### src/rtl/tdm_rx_pkg.sv
package tdm_rx_pkg;

    localparam int SLOTS_DEF     = 3;
    localparam int SLOT_BITS_DEF = 32;
    localparam int DATA_BITS_DEF = 10;
    localparam int MAX_DLY       = 2;

    typedef enum logic {
        ST_HUNT = 1'b0,
        ST_LOCK = 1'b1
    } lock_state_e;

    typedef struct packed {
        logic hit;
        logic late;
    } sync_err_t;

    function automatic logic [1:0] clamp_dly(input logic [1:0] d);
        return (d > 2'(MAX_DLY)) ? 2'(MAX_DLY) : d;
    endfunction

endpackage

### src/rtl/tdm_sync_align.sv
module tdm_sync_align
    import tdm_rx_pkg::*;
(
    input  logic       clk,
    input  logic       rst,
    input  logic       fs,
    input  logic [1:0] dly,
    output logic       sync_aligned
);
    logic                 fs_q;
    logic                 edge_now;
    logic [MAX_DLY:0]     taps;
    logic [MAX_DLY:1]     edge_dly;

    always_ff @(posedge clk) begin
        if (rst) fs_q <= 1'b0;
        else     fs_q <= fs;
    end

    assign edge_now = fs & ~fs_q;

    generate
        for (genvar g = 1; g <= MAX_DLY; g++) begin : g_stage
            always_ff @(posedge clk) begin
                if (rst) edge_dly[g] <= 1'b0;
                else if (g == 1) edge_dly[g] <= edge_now;
                else edge_dly[g] <= taps[g-1];
            end
        end
    endgenerate

    always_comb begin
        taps[0] = edge_now;
        for (int i = 1; i <= MAX_DLY; i++) taps[i] = edge_dly[i];
    end

    assign sync_aligned = taps[clamp_dly(dly)];
endmodule

### src/rtl/tdm_frame_track.sv
module tdm_frame_track
    import tdm_rx_pkg::*;
#(
    parameter int SLOTS     = SLOTS_DEF,
    parameter int SLOT_BITS = SLOT_BITS_DEF,
    localparam int SLOT_W   = $clog2(SLOTS),
    localparam int BIT_W    = $clog2(SLOT_BITS)
) (
    input  logic              clk,
    input  logic              rst,
    input  logic              sync_aligned,
    output logic              cap_vld,
    output logic [SLOT_W-1:0] cap_slot,
    output logic [BIT_W-1:0]  cap_bit,
    output sync_err_t         err_evt
);
    localparam logic [SLOT_W-1:0] SLOT_LAST = SLOT_W'(SLOTS - 1);
    localparam logic [BIT_W-1:0]  BIT_LAST  = BIT_W'(SLOT_BITS - 1);

    lock_state_e       st_q, st_d;
    logic              skip_q, skip_d;
    logic [SLOT_W-1:0] slot_q, slot_d;
    logic [BIT_W-1:0]  bit_q, bit_d;
    logic              frame_done;

    assign frame_done = (st_q == ST_LOCK) && (slot_q == SLOT_LAST) && (bit_q == BIT_LAST);

    always_comb begin
        st_d    = st_q;
        skip_d  = skip_q;
        slot_d  = slot_q;
        bit_d   = bit_q;
        err_evt = '0;
        if (sync_aligned) begin
            err_evt.hit = (st_q == ST_LOCK) && !frame_done;
            skip_d      = (st_q == ST_LOCK) && !frame_done;
            st_d        = ST_LOCK;
            slot_d      = '0;
            bit_d       = '0;
        end else if (frame_done) begin
            err_evt.hit  = 1'b1;
            err_evt.late = 1'b1;
            st_d         = ST_HUNT;
        end else if (st_q == ST_LOCK) begin
            if (bit_q == BIT_LAST) begin
                bit_d  = '0;
                slot_d = slot_q + 1'b1;
            end else begin
                bit_d = bit_q + 1'b1;
            end
        end
    end

    always_ff @(posedge clk) begin
        if (rst) begin
            st_q   <= ST_HUNT;
            skip_q <= 1'b0;
            slot_q <= '0;
            bit_q  <= '0;
        end else begin
            st_q   <= st_d;
            skip_q <= skip_d;
            slot_q <= slot_d;
            bit_q  <= bit_d;
        end
    end

    assign cap_vld  = (st_d == ST_LOCK) && !skip_d;
    assign cap_slot = slot_d;
    assign cap_bit  = bit_d;
endmodule

### src/rtl/tdm_slot_pack.sv
module tdm_slot_pack #(
    parameter int SLOTS     = 3,
    parameter int SLOT_BITS = 32,
    parameter int DATA_BITS = 10,
    localparam int SLOT_W   = $clog2(SLOTS),
    localparam int BIT_W    = $clog2(SLOT_BITS)
) (
    input  logic                 clk,
    input  logic                 rst,
    input  logic                 sd,
    input  logic                 cap_vld,
    input  logic [SLOT_W-1:0]    cap_slot,
    input  logic [BIT_W-1:0]     cap_bit,
    output logic                 word_valid,
    output logic [DATA_BITS-1:0] word_data,
    output logic [SLOT_W-1:0]    word_slot
);
    localparam logic [BIT_W-1:0] BIT_LAST  = BIT_W'(SLOT_BITS - 1);
    localparam logic [BIT_W-1:0] DATA_SPAN = BIT_W'(DATA_BITS);

    logic [DATA_BITS-1:0] shreg;

    always_ff @(posedge clk) begin
        if (rst) begin
            shreg      <= '0;
            word_valid <= 1'b0;
            word_data  <= '0;
            word_slot  <= '0;
        end else begin
            if (cap_vld && cap_bit < DATA_SPAN)
                shreg <= {shreg[DATA_BITS-2:0], sd};
            word_valid <= cap_vld && (cap_bit == BIT_LAST);
            if (cap_vld && cap_bit == BIT_LAST) begin
                word_data <= shreg;
                word_slot <= cap_slot;
            end
        end
    end
endmodule

### src/rtl/tdm_sync_rx.sv
module tdm_sync_rx
    import tdm_rx_pkg::*;
#(
    parameter int SLOTS     = SLOTS_DEF,
    parameter int SLOT_BITS = SLOT_BITS_DEF,
    parameter int DATA_BITS = DATA_BITS_DEF,
    localparam int SLOT_W   = $clog2(SLOTS),
    localparam int BIT_W    = $clog2(SLOT_BITS)
) (
    input  logic                 clk,
    input  logic                 rst,
    input  logic                 fs,
    input  logic                 sd,
    input  logic [1:0]           dly,
    input  logic                 err_clr,
    output logic                 word_valid,
    output logic [DATA_BITS-1:0] word_data,
    output logic [SLOT_W-1:0]    word_slot,
    output logic                 err_flag,
    output logic                 err_pulse,
    output logic                 err_late
);
    logic              sync_aligned;
    logic              cap_vld;
    logic [SLOT_W-1:0] cap_slot;
    logic [BIT_W-1:0]  cap_bit;
    sync_err_t         err_evt;

    tdm_sync_align u_align (
        .clk          (clk),
        .rst          (rst),
        .fs           (fs),
        .dly          (dly),
        .sync_aligned (sync_aligned)
    );

    tdm_frame_track #(.SLOTS(SLOTS), .SLOT_BITS(SLOT_BITS)) u_track (
        .clk          (clk),
        .rst          (rst),
        .sync_aligned (sync_aligned),
        .cap_vld      (cap_vld),
        .cap_slot     (cap_slot),
        .cap_bit      (cap_bit),
        .err_evt      (err_evt)
    );

    tdm_slot_pack #(.SLOTS(SLOTS), .SLOT_BITS(SLOT_BITS), .DATA_BITS(DATA_BITS)) u_pack (
        .clk        (clk),
        .rst        (rst),
        .sd         (sd),
        .cap_vld    (cap_vld),
        .cap_slot   (cap_slot),
        .cap_bit    (cap_bit),
        .word_valid (word_valid),
        .word_data  (word_data),
        .word_slot  (word_slot)
    );

    always_ff @(posedge clk) begin
        if (rst) begin
            err_flag  <= 1'b0;
            err_pulse <= 1'b0;
            err_late  <= 1'b0;
        end else begin
            err_pulse <= err_evt.hit;
            err_late  <= err_evt.hit && err_evt.late;
            if (err_evt.hit)  err_flag <= 1'b1;
            else if (err_clr) err_flag <= 1'b0;
        end
    end
endmodule

### config.mk
export PLATFORM = sky130hd
export DESIGN_NAME = tdm_sync_rx
export DESIGN_NICKNAME = d
export VERILOG_FILES = /design/src/rtl/tdm_rx_pkg.sv /design/src/rtl/tdm_sync_align.sv /design/src/rtl/tdm_frame_track.sv /design/src/rtl/tdm_slot_pack.sv /design/src/rtl/tdm_sync_rx.sv
export SDC_FILE = /design/constraint.sdc
export NUM_CORES = 1
export LEC_CHECK = 0
export ABC_AREA = 0
export BUFFER_PORTS_ARGS = -buffer_cell sky130_fd_sc_hd__buf_2
export CORE_ASPECT_RATIO = 0.6
export CORE_MARGIN = 1
export CORE_UTILIZATION = 45
export CTS_CLUSTER_DIAMETER = 200
export CTS_CLUSTER_SIZE = 16
export DETAILED_ROUTE_END_ITERATION = 10
export HOLD_SLACK_MARGIN = 0.15
export PLACE_DENSITY = 0.71
export SLEW_MARGIN = 20
export SYNTH_ARGS = -nofsm -noshare
export SYNTH_HDL_FRONTEND = slang
export SYNTH_SLANG_ARGS = --single-unit
export TNS_END_PERCENT = 20
### constraint.sdc
create_clock -name clk -period 3.33 [get_ports clk]
set_clock_uncertainty 0.2 [all_clocks]
set_input_delay 0.1665 -clock clk [delete_from_list [all_inputs] [get_ports clk]]
set_output_delay 0.1665 -clock clk [all_outputs]
set_load 0.05 [all_outputs]
==> flow_summary.json, run 1 <==
{
  "met3WireLength_um": 94,
  "r2r_slack_ns": 0.44,
  "fin_crit_ns": 2.89,
  "worstSetupPathType": "flop to flop",
  "dp_slack_ns": 0.427,
  "slew_violations": 0,
  "cts_tree": "yes",
  "ys_seq_elements": 38,
  "io_pins": 23,
  "fillers": 283,
  "synthFlopType": "dfxtp_1",
  "start_util_pct": 47.4,
  "reg2reg_depth": 9,
  "die-area_um2": 3680,
  "min_path_cells": 5,
  "ant_nets": 0,
  "grt_pass1_vias": 976,
  "drt-met1-wl_um": 1450,
  "synth.avg_cell_area_um2": 10.4,
  "drive_gt1_share_pct": 22.3,
  "cts_resized": 0,
  "htree_levels": 2,
  "holdCritPathClass": "primary input to flop",
  "hold_ws_ns": 0.206,
  "grt_pass1_wl_um": 4620,
  "cts.sinks": 38,
  "p_int_uw": 809,
  "cellPowerDensity_nw_per_um2": 536,
  "gp_congestion": 0.957,
  "antenna_cells": 0,
  "wl_per_cell_um": 12.8,
  "crit_chain": "ha_1, and3_1, ha_1, nand2b_4, or3_1, a2111oi_4, buf_4, mux2i_1, nor2_1",
  "relSlewSlack_pct": 65.1,
  "critPathCaptureType": "flop",
  "grt_antenna_before_repair": 0,
  "seq_area_frac_synth_pct": 49.2,
  "max_freq_ghz": 0.346,
  "cp.required_ns": 3.29,
  "critPathMaxFanout": 14,
  "power.leakage_nw": 0.777,
  "clkPwrFrac_pct": 47.4,
  "cp_slowest_cell": "or3_1",
  "power_mw": 1.01,
  "fin_nets": 188,
  "grt_usage_pct": 17.1,
  "std_cell_rows": 16,
  "drt-total-wl_um": 2870,
  "holdPathEnd": "u_track.st_q",
  "synth.yosys.warnings": 0,
  "post-route-period-util_pct": 86.9,
  "clk_pin_slew_ns": 0.08,
  "p_comb_share_pct": 6.3,
  "switching_power_uw": 199,
  "top_layer": "met3",
  "multi_input_area_um2": 751,
  "dieHeight_um": 47.4,
  "cpMostUsedCell": "ha_1",
  "clockBufferDepth": 2,
  "cts_inserted_buffers": 5,
  "synth_edf_count": 0,
  "netlist_area_um2": 1550,
  "crit_path_start_kind": "flop",
  "numPortBuffers": 22,
  "via_count": 1109,
  "max_slew.worst_pin.slew_ns": 0.523,
  "drt_iter0_markers": 115,
  "layout.area.seq_um2": 761,
  "timing.rr.start": "u_track.bit_q[0]",
  "postSynth.asyncResetShare_pct": 0,
  "netSwitchingFraction_pct": 19.8,
  "drc_errors": 0,
  "utilization_pct": 57.7,
  "avgViaCountPerCell": 4.95,
  "overflow": 0,
  "rsz0062_at_grt": "no",
  "setup_viol": 0,
  "status": "completed",
  "min_from": "dly[0]",
  "wl_met2_um": 1330,
  "die_w_um": 77.7,
  "worstSkewPairLatency_ns": 0.29,
  "seqPwrFrac_pct": 46.3,
  "maxCapViolCount": 0,
  "ir_drop_mv": 0.406,
  "synth_cells": 149,
  "timing.rr.end": "u_pack.word_data[4]",
  "critPathMaxStageDelay_ns": 0.42,
  "grt_start_max_net_pins": 31,
  "core_area_um2": 3260,
  "synth_cell_types": 38,
  "area_growth_pct": 21.7,
  "arrival_ns": 2.86,
  "setup_ws_ns": 0.437,
  "synth_nets": 159,
  "setup_tns_ns": 0,
  "final_hold_viol_count": 0,
  "dp_hpwl_um": 2140,
  "dr.pass1.iters": 4,
  "cts_root_buf": "clkbuf_8"
}
stage by stage:
step | instance area, um2 | instances
finish | 1880 | 224
global route | 1880 | 224
CTS | 1880 | 224
detailed placement | 1690 | 211
global placement | 1690 | 211
floorplan | 1550 | 149
synthesized netlist by cell type (2+ instances only):
library cell / instances / area [um2]
nand2b_1: 11 / 68.8
nor4_1: 2 / 12.5
clkbuf_1: 3 / 11.3
nor2_1: 22 / 82.6
dfxtp_1: 38 / 761
a21o_1: 4 / 30.0
nor2b_1: 4 / 25.0
nand2_1: 6 / 22.5
mux2i_1: 21 / 210
ha_1: 3 / 37.5
nand3_1: 2 / 10.0
a21oi_1: 5 / 25.0
nor3b_1: 3 / 22.5
worst max-delay path, delay by kind of cell, from the launching register on:
kind,cells,cell delay [ns]
flip-flops,1,0.34
adder cells (fa/ha/maj),2,0.50
AND/OR/NAND/NOR,4,0.86
buffers and inverters,1,0.29
multiplexers,1,0.22
AO/OA/AOI/OAI,1,0.36
routing by layer:
metal	global-route usage [%]	vias up
li1	-	570
met1	22.8	513
met2	26.7	26
met3	5.71	0
met4	5.66	0
met5	0	-
cells by family after synthesis:
| logic type | after synthesis | share of synthesized area [%] |
|---|---|---|
| flops | 38 | 49.2 |
| fa+ha+maj | 3 | 2.43 |
| mux | 21 | 13.6 |
| compound gates | 16 | 8.90 |
| xor+xnor | 2 | 1.13 |
| buf+inv | 7 | 2.26 |
| simple gates | 62 | 22.5 |
sequential cells by signal (all words and copies together) (netlist names):
signal / flops
u_pack.word_data: 10
err_late: 1
err_pulse: 1
u_pack.word_slot: 2
u_track.skip_q: 1
u_pack.word_valid: 1
u_track.st_q: 1
u_track.bit_q: 5
err_flag: 1
u_pack.shreg: 10
u_align.edge_dly: 2
u_track.slot_q: 2
u_align.fs_q: 1
power by group through the flow:
stage	registers [mW]	clock network, mW	logic [mW]
2_1_floorplan	0.480	0	0.0450
3_3_place_gp	0.477	0	0.0575
3_5_place_dp	0.478	0	0.0585
4_1_cts	0.467	0.489	0.0632
5_1_grt	0.469	0.512	0.0680
6_report	0.467	0.478	0.0632
cells in the final DEF (no fill, tap or decap), drive strengths merged, types with 2 or more instances in the layout:
cell	n
and2	2
mux2i	21
nor3b	4
nand2b	12
dfxtp	38
nand2	6
a21o	4
ha	3
a21oi	6
nor2b	4
nor4	2
clkbuf	6
bufinv	2
dlygate4sd3	5
nor2	22
nand3	2
buf	23
how the worst max path moves through the flow:
stage	from	end	slack, ns	cells after the start
floorplan	u_track.bit_q[0]	u_pack.word_data[0]	0.55	9
global placement	u_track.bit_q[0]	u_pack.word_data[4]	0.55	9
detailed placement	u_track.bit_q[0]	u_pack.word_data[4]	0.43	9
CTS	u_track.bit_q[0]	u_pack.word_data[4]	0.42	9
global route	u_track.bit_q[0]	u_pack.word_data[4]	0.25	9
finish	u_track.bit_q[0]	u_pack.word_data[4]	0.44	9
cell type report:
class                           instances  share of cell area, %
Inverter                                1                  0.199
Clock buffer                            6                   4.39
Timing Repair Buffer                   28                   8.91
Multi-Input combinational cell        104                   39.9
Tap cell                               45                   2.99
Sequential cell                        38                   40.4
Clock inverter                          2                   3.19
repair_timing:
item	in CTS	in global routing
hold buffers	5	0
setup buffers	0	0
hold endpoints to repair	16	0
Note: power is estimated with default switching activity, not from simulation.
==> inputs of run 2 (changes only) <==
- RECOVER_POWER: default -> 25
- SLEW_MARGIN: 20 -> default
- clock period: 3.33 -> 2.8 ns (I/O delays scaled with it)
==> flow_summary.json, run 2 (synthesized netlist as in run 1, its figures left out) <==
{
  "wl_per_cell_um": 12.6,
  "slew_violations": 0,
  "wl_met2_um": 1280,
  "grt_pass1_vias": 1044,
  "dp_hpwl_um": 2070,
  "final_hold_viol_count": 0,
  "layout_common_cells": "dfxtp_1 (38), nor2_1 (22), mux2i_1 (21)",
  "hold_ws_ns": 0.190,
  "max_slew.worst_pin.slew_ns": 0.597,
  "numPortBuffers": 22,
  "htree_levels": 2,
  "drt-total-wl_um": 2860,
  "ir_drop_mv": 0.306,
  "cts_inserted_buffers": 5,
  "reg2reg_depth": 9,
  "timing.rr.end": "u_pack.word_data[1]",
  "grt_antenna_before_repair": 0,
  "critPathCaptureType": "flop",
  "io_pins": 23,
  "reg_top3": "u_pack.shreg: 10 flops, u_pack.word_data: 10 flops, u_track.bit_q: 5 flops",
  "cts.sinks": 38,
  "die-area_um2": 3680,
  "setup_tns_ns": 0,
  "r2r_slack_ns": 0.11,
  "drt_iter0_markers": 44,
  "arrival_ns": 2.65,
  "cellPowerDensity_nw_per_um2": 629,
  "max_freq_ghz": 0.371,
  "maxCapViolCount": 0,
  "grt_start_max_net_pins": 31,
  "avgViaCountPerCell": 5.03,
  "overflow": 0,
  "antenna_cells": 0,
  "cp-endpoint": "u_pack.word_data[1]",
  "cts_tree": "yes",
  "utilization_pct": 58.5,
  "worstSetupPathType": "flop to flop",
  "post-route-period-util_pct": 96.2,
  "worstSkewPairLatency_ns": 0.29,
  "drive_gt1_share_pct": 19.2,
  "critPathMaxFanout": 6,
  "dr.pass1.iters": 4,
  "clk_pin_slew_ns": 0.07,
  "crit_path_start_kind": "flop",
  "cp.required_ns": 2.76,
  "ant_nets": 0,
  "cts_setup_buffers": 0,
  "relSlewSlack_pct": 60.4,
  "dieHeight_um": 47.4,
  "setup_viol": 0,
  "std_cell_rows": 16,
  "mostFrequentLayoutCell": "dfxtp_1",
  "clockBufferDepth": 2,
  "cts_root_buf": "clkbuf_8",
  "rsz0062_at_grt": "yes",
  "drt-met1-wl_um": 1380,
  "crit_path_start": "u_track.bit_q[1]",
  "grt_pass1_wl_um": 4530,
  "grt_usage_pct": 16.7,
  "die_w_um": 77.7,
  "drc_errors": 0,
  "holdCritPathClass": "primary input to flop",
  "area_growth_pct": 23.5,
  "power.leakage_nw": 0.753,
  "status": "completed",
  "fin_crit_ns": 2.69,
  "core_area_um2": 3260,
  "fillers": 290,
  "gp_congestion": 0.832,
  "start_util_pct": 47.4,
  "met3WireLength_um": 173,
  "power_mw": 1.20,
  "via_count": 1141,
  "timing.rr.start": "u_track.bit_q[1]",
  "fin_nets": 191,
  "top_layer": "met4"
}
## run 2: changes by cell type in the layout (fill, tap and decap cells not counted), sizes merged
cell / previous run / this run
clkbuf: 6 / 17
buf: 23 / 15
## run 2: metal layers
layer  global-route usage (%)  vias to the layer above
met3                     5.90                        5
met2                     27.8                       29
met1                     20.4                      530
met4                     7.92                        0
met5                        0                        -
li1                         -                      577
## run 2: area by class of cell
| type | count | area, um2 | share of cell area, % |
|---|---|---|---|
| Tap cell | 45 | 56.3 | 2.95 |
| Timing Repair Buffer | 31 | 184 | 9.63 |
| Clock inverter | 2 | 60.1 | 3.15 |
| Sequential cell | 38 | 761 | 39.8 |
| Clock buffer | 6 | 82.6 | 4.33 |
| Inverter | 1 | 3.75 | 0.197 |
| Multi-Input combinational cell | 104 | 762 | 39.9 |
## run 2: worst min path at each step
stage / start / end / slack [ns] / cells after the start
floorplan: fs / u_align.fs_q / 0.09 / 1
CTS: dly[0] / u_track.st_q / 0.18 / 5
detailed placement: sd / u_pack.shreg[0] / 0.21 / 3
global route: dly[0] / u_track.st_q / 0.24 / 5
finish: dly[0] / u_track.st_q / 0.19 / 5
global placement: fs / u_align.fs_q / 0.19 / 2
## run 2: stage by stage
stage / setup slack (ns) / area (um2) / cells
after floorplan: 0.0207 / 1550 / 149
after global placement: 0.175 / 1710 / 214
after detailed placement: 0.0881 / 1710 / 214
after CTS: 0.0699 / 1900 / 227
after global routing: -0.0128 / 1910 / 227
final: 0.105 / 1910 / 227
## run 2: worst max-delay path, cell delays in order, from the launching register on
cell and delay [ns]:
dfxtp_1 0.33, ha_1 0.22, and3_1 0.19, ha_1 0.19, nand2b_4 0.16, or3_4 0.40, a2111oi_4 0.42, buf_6 0.19
mux2i_1 0.20, nor2_1 0.06
## run 2: power by group
group / switching (mW) / internal (mW)
combinational: 0.0438 / 0.0348
sequential: 0.00614 / 0.549
clock: 0.187 / 0.380
total: 0.237 / 0.964
## run 2: timing repair
item                                    in CTS  in global routing
endpoints found under the setup margin       0                 16
endpoints found under the hold margin       17                  0
resized for setup                            0                  5
hold buffers                                 5                  0
==> inputs of run 3 (changes only) <==
- CORE_UTILIZATION: 45 -> 55
- PLACE_DENSITY: 0.71 -> 0.83
- SKIP_LAST_GASP: default -> 1
- clock period: 2.8 -> 2.6 ns (I/O delays scaled with it)
==> flow_summary.json, run 3 (synthesized netlist as in run 1, its figures left out) <==
{
  "drive_gt1_share_pct": 23.2,
  "reg_top3": "u_pack.shreg: 10 flops, u_pack.word_data: 10 flops, u_track.bit_q: 5 flops",
  "holdPathEnd": "u_align.edge_dly[1]",
  "met2_usage_pct": 37.9,
  "multi_input_area_um2": 788,
  "cellPowerDensity_nw_per_um2": 653,
  "min_from": "u_align.fs_q",
  "min_path_cells": 1,
  "setup_viol": 1,
  "cts_root_buf": "clkbuf_8",
  "layout_common_cells": "dfxtp_1 (36), nor2_1 (22), mux2i_1 (21)",
  "cts_inserted_buffers": 5,
  "gp_congestion": 0.883,
  "fin_crit_ns": 2.60,
  "holdCritPathClass": "flop to flop",
  "critPathMaxStageDelay_ns": 0.42,
  "clk_pin_slew_ns": 0.07,
  "critPathMaxFanout": 7,
  "drt-total-wl_um": 3200,
  "critPathCaptureType": "flop",
  "die_w_um": 70.5,
  "setup_ws_ns": -0.00238,
  "ant_nets": 0,
  "worstSetupPathType": "flop to flop",
  "fillers": 167,
  "htree_levels": 2,
  "layout.area.seq_um2": 763,
  "reg2reg_depth": 9,
  "timing.rr.end": "u_pack.word_data[1]",
  "numPortBuffers": 22,
  "netSwitchingFraction_pct": 19.3,
  "cpMostUsedCell": "ha_4",
  "antenna_cells": 0,
  "die-area_um2": 3030,
  "clkPwrFrac_pct": 46.2,
  "dieHeight_um": 43.1,
  "fin_nets": 199,
  "cts_tree": "yes",
  "max_freq_ghz": 0.384,
  "cp.required_ns": 2.55,
  "crit_path_start_kind": "flop",
  "wl_per_cell_um": 14.4,
  "grt_usage_pct": 22.3,
  "grt_pass1_wl_um": 5130,
  "slew_violations": 0,
  "via_count": 1213,
  "drt_iter0_markers": 53,
  "p_comb_share_pct": 7.6,
  "post-route-period-util_pct": 100,
  "r2r_slack_ns": -0.002,
  "top_usage_layer": "met2",
  "cp_slowest_cell": "a2111oi_4",
  "timing.rr.start": "u_track.bit_q[0]",
  "grtUsageMet1_pct": 27.5,
  "max_slew.worst_pin.slew_ns": 0.607,
  "power_mw": 1.30,
  "rsz0062_at_grt": "yes",
  "avgViaCountPerCell": 5.46,
  "grt_start_max_net_pins": 21,
  "grt_pass1_vias": 1143,
  "clockBufferDepth": 2,
  "p_int_mw": 1.05,
  "violations": "negative setup slack",
  "final_hold_viol_count": 0,
  "switching_power_uw": 250,
  "drc_errors": 0,
  "start_util_pct": 60.1,
  "grt_antenna_before_repair": 0,
  "area_growth_pct": 28.6,
  "cts.sinks": 38,
  "seqPwrFrac_pct": 46.2,
  "hold_ws_ns": 0.216,
  "maxCapViolCount": 0,
  "relSlewSlack_pct": 59.7,
  "ir_drop_mv": 0.420,
  "mostFrequentLayoutCell": "dfxtp_1",
  "core_area_um2": 2570,
  "crit_chain": "ha_4, and3_4, ha_4, nand2b_4, or3_4, a2111oi_4, buf_6, mux2i_1, nor2_1",
  "dr.pass1.iters": 4,
  "status": "finished, violations left",
  "power.leakage_nw": 0.783,
  "dp_hpwl_um": 2210,
  "worstSkewPairLatency_ns": 0.28,
  "io_pins": 23,
  "arrival_ns": 2.55,
  "overflow": 0,
  "std_cell_rows": 14,
  "met3_usage_pct": 6.65
}
[run 3: metrics by stage]
step,util (%),area [um2],TNS (ns),cells,worst slack (ns)
finish,77.3,1990,-0.00238,222,-0.00238
CTS,77.6,2000,-0.0443,222,-0.0259
detailed placement,67.4,1740,-0.0417,203,-0.0417
global placement,67.4,1740,0,203,0.0832
global route,77.3,1990,-0.338,222,-0.0795
floorplan,-,1570,0,149,0.00219
[run 3: per-layer routing]
| metal | part of all wire (%) | wire length [um] | up-vias |
|---|---|---|---|
| li1 | - | - | 592 |
| met2 | 46 | 1470 | 49 |
| met3 | 6.9 | 220 | 9 |
| met4 | 2.1 | 66 | 0 |
| met1 | 45 | 1440 | 563 |
| met5 | 0 | 0 | - |
[run 3: cell type report]
type | instances | area share [%]
Clock buffer | 6 | 4.15
Inverter | 1 | 0.189
Multi-Input combinational cell | 104 | 39.6
Tap cell | 32 | 2.01
Timing Repair Buffer | 39 | 12.6
Sequential cell | 38 | 38.4
Clock inverter | 2 | 3.02
[run 3: worst max-delay path by stage]
stage,start,slack (ns),end
final,u_track.bit_q[0],-0.002,u_pack.word_data[1]
after global routing,u_track.bit_q[0],-0.08,u_pack.word_data[1]
after CTS,u_track.bit_q[1],-0.03,u_pack.word_data[1]
after detailed placement,u_track.bit_q[1],-0.04,u_pack.word_data[1]
after global placement,u_track.bit_q[1],0.08,u_pack.word_data[2]
after floorplan,u_track.bit_q[0],0.002,u_pack.word_data[0]
[run 3: worst max-delay path: cells and delay by family (launching register included)]
family,cells,cell delay [ns]
AOI/OAI and AO/OA,1,0.42
buffers and inverters,1,0.20
and+or+nand+nor,4,0.76
muxes,1,0.22
adders and majority gates,2,0.33
DFF,1,0.34
[run 3: what timing repair did]
action	4_1_cts	5_1_grt
endpoints found under the setup margin	7	12
hold buffers	8	0
gates cloned	0	0
buffers inserted	3	0
pin swaps	4	1
endpoints found under the hold margin	17	0
gates resized for setup	5	1
[run 3: power groups by stage]
stage	Combinational (mW)	Clock [mW]	Sequential, mW
floorplan	0.0579	0	0.614
global placement	0.0816	0	0.611
detailed placement	0.0845	0	0.612
CTS	0.0964	0.608	0.599
global route	0.104	0.638	0.600
finish	0.0988	0.600	0.599
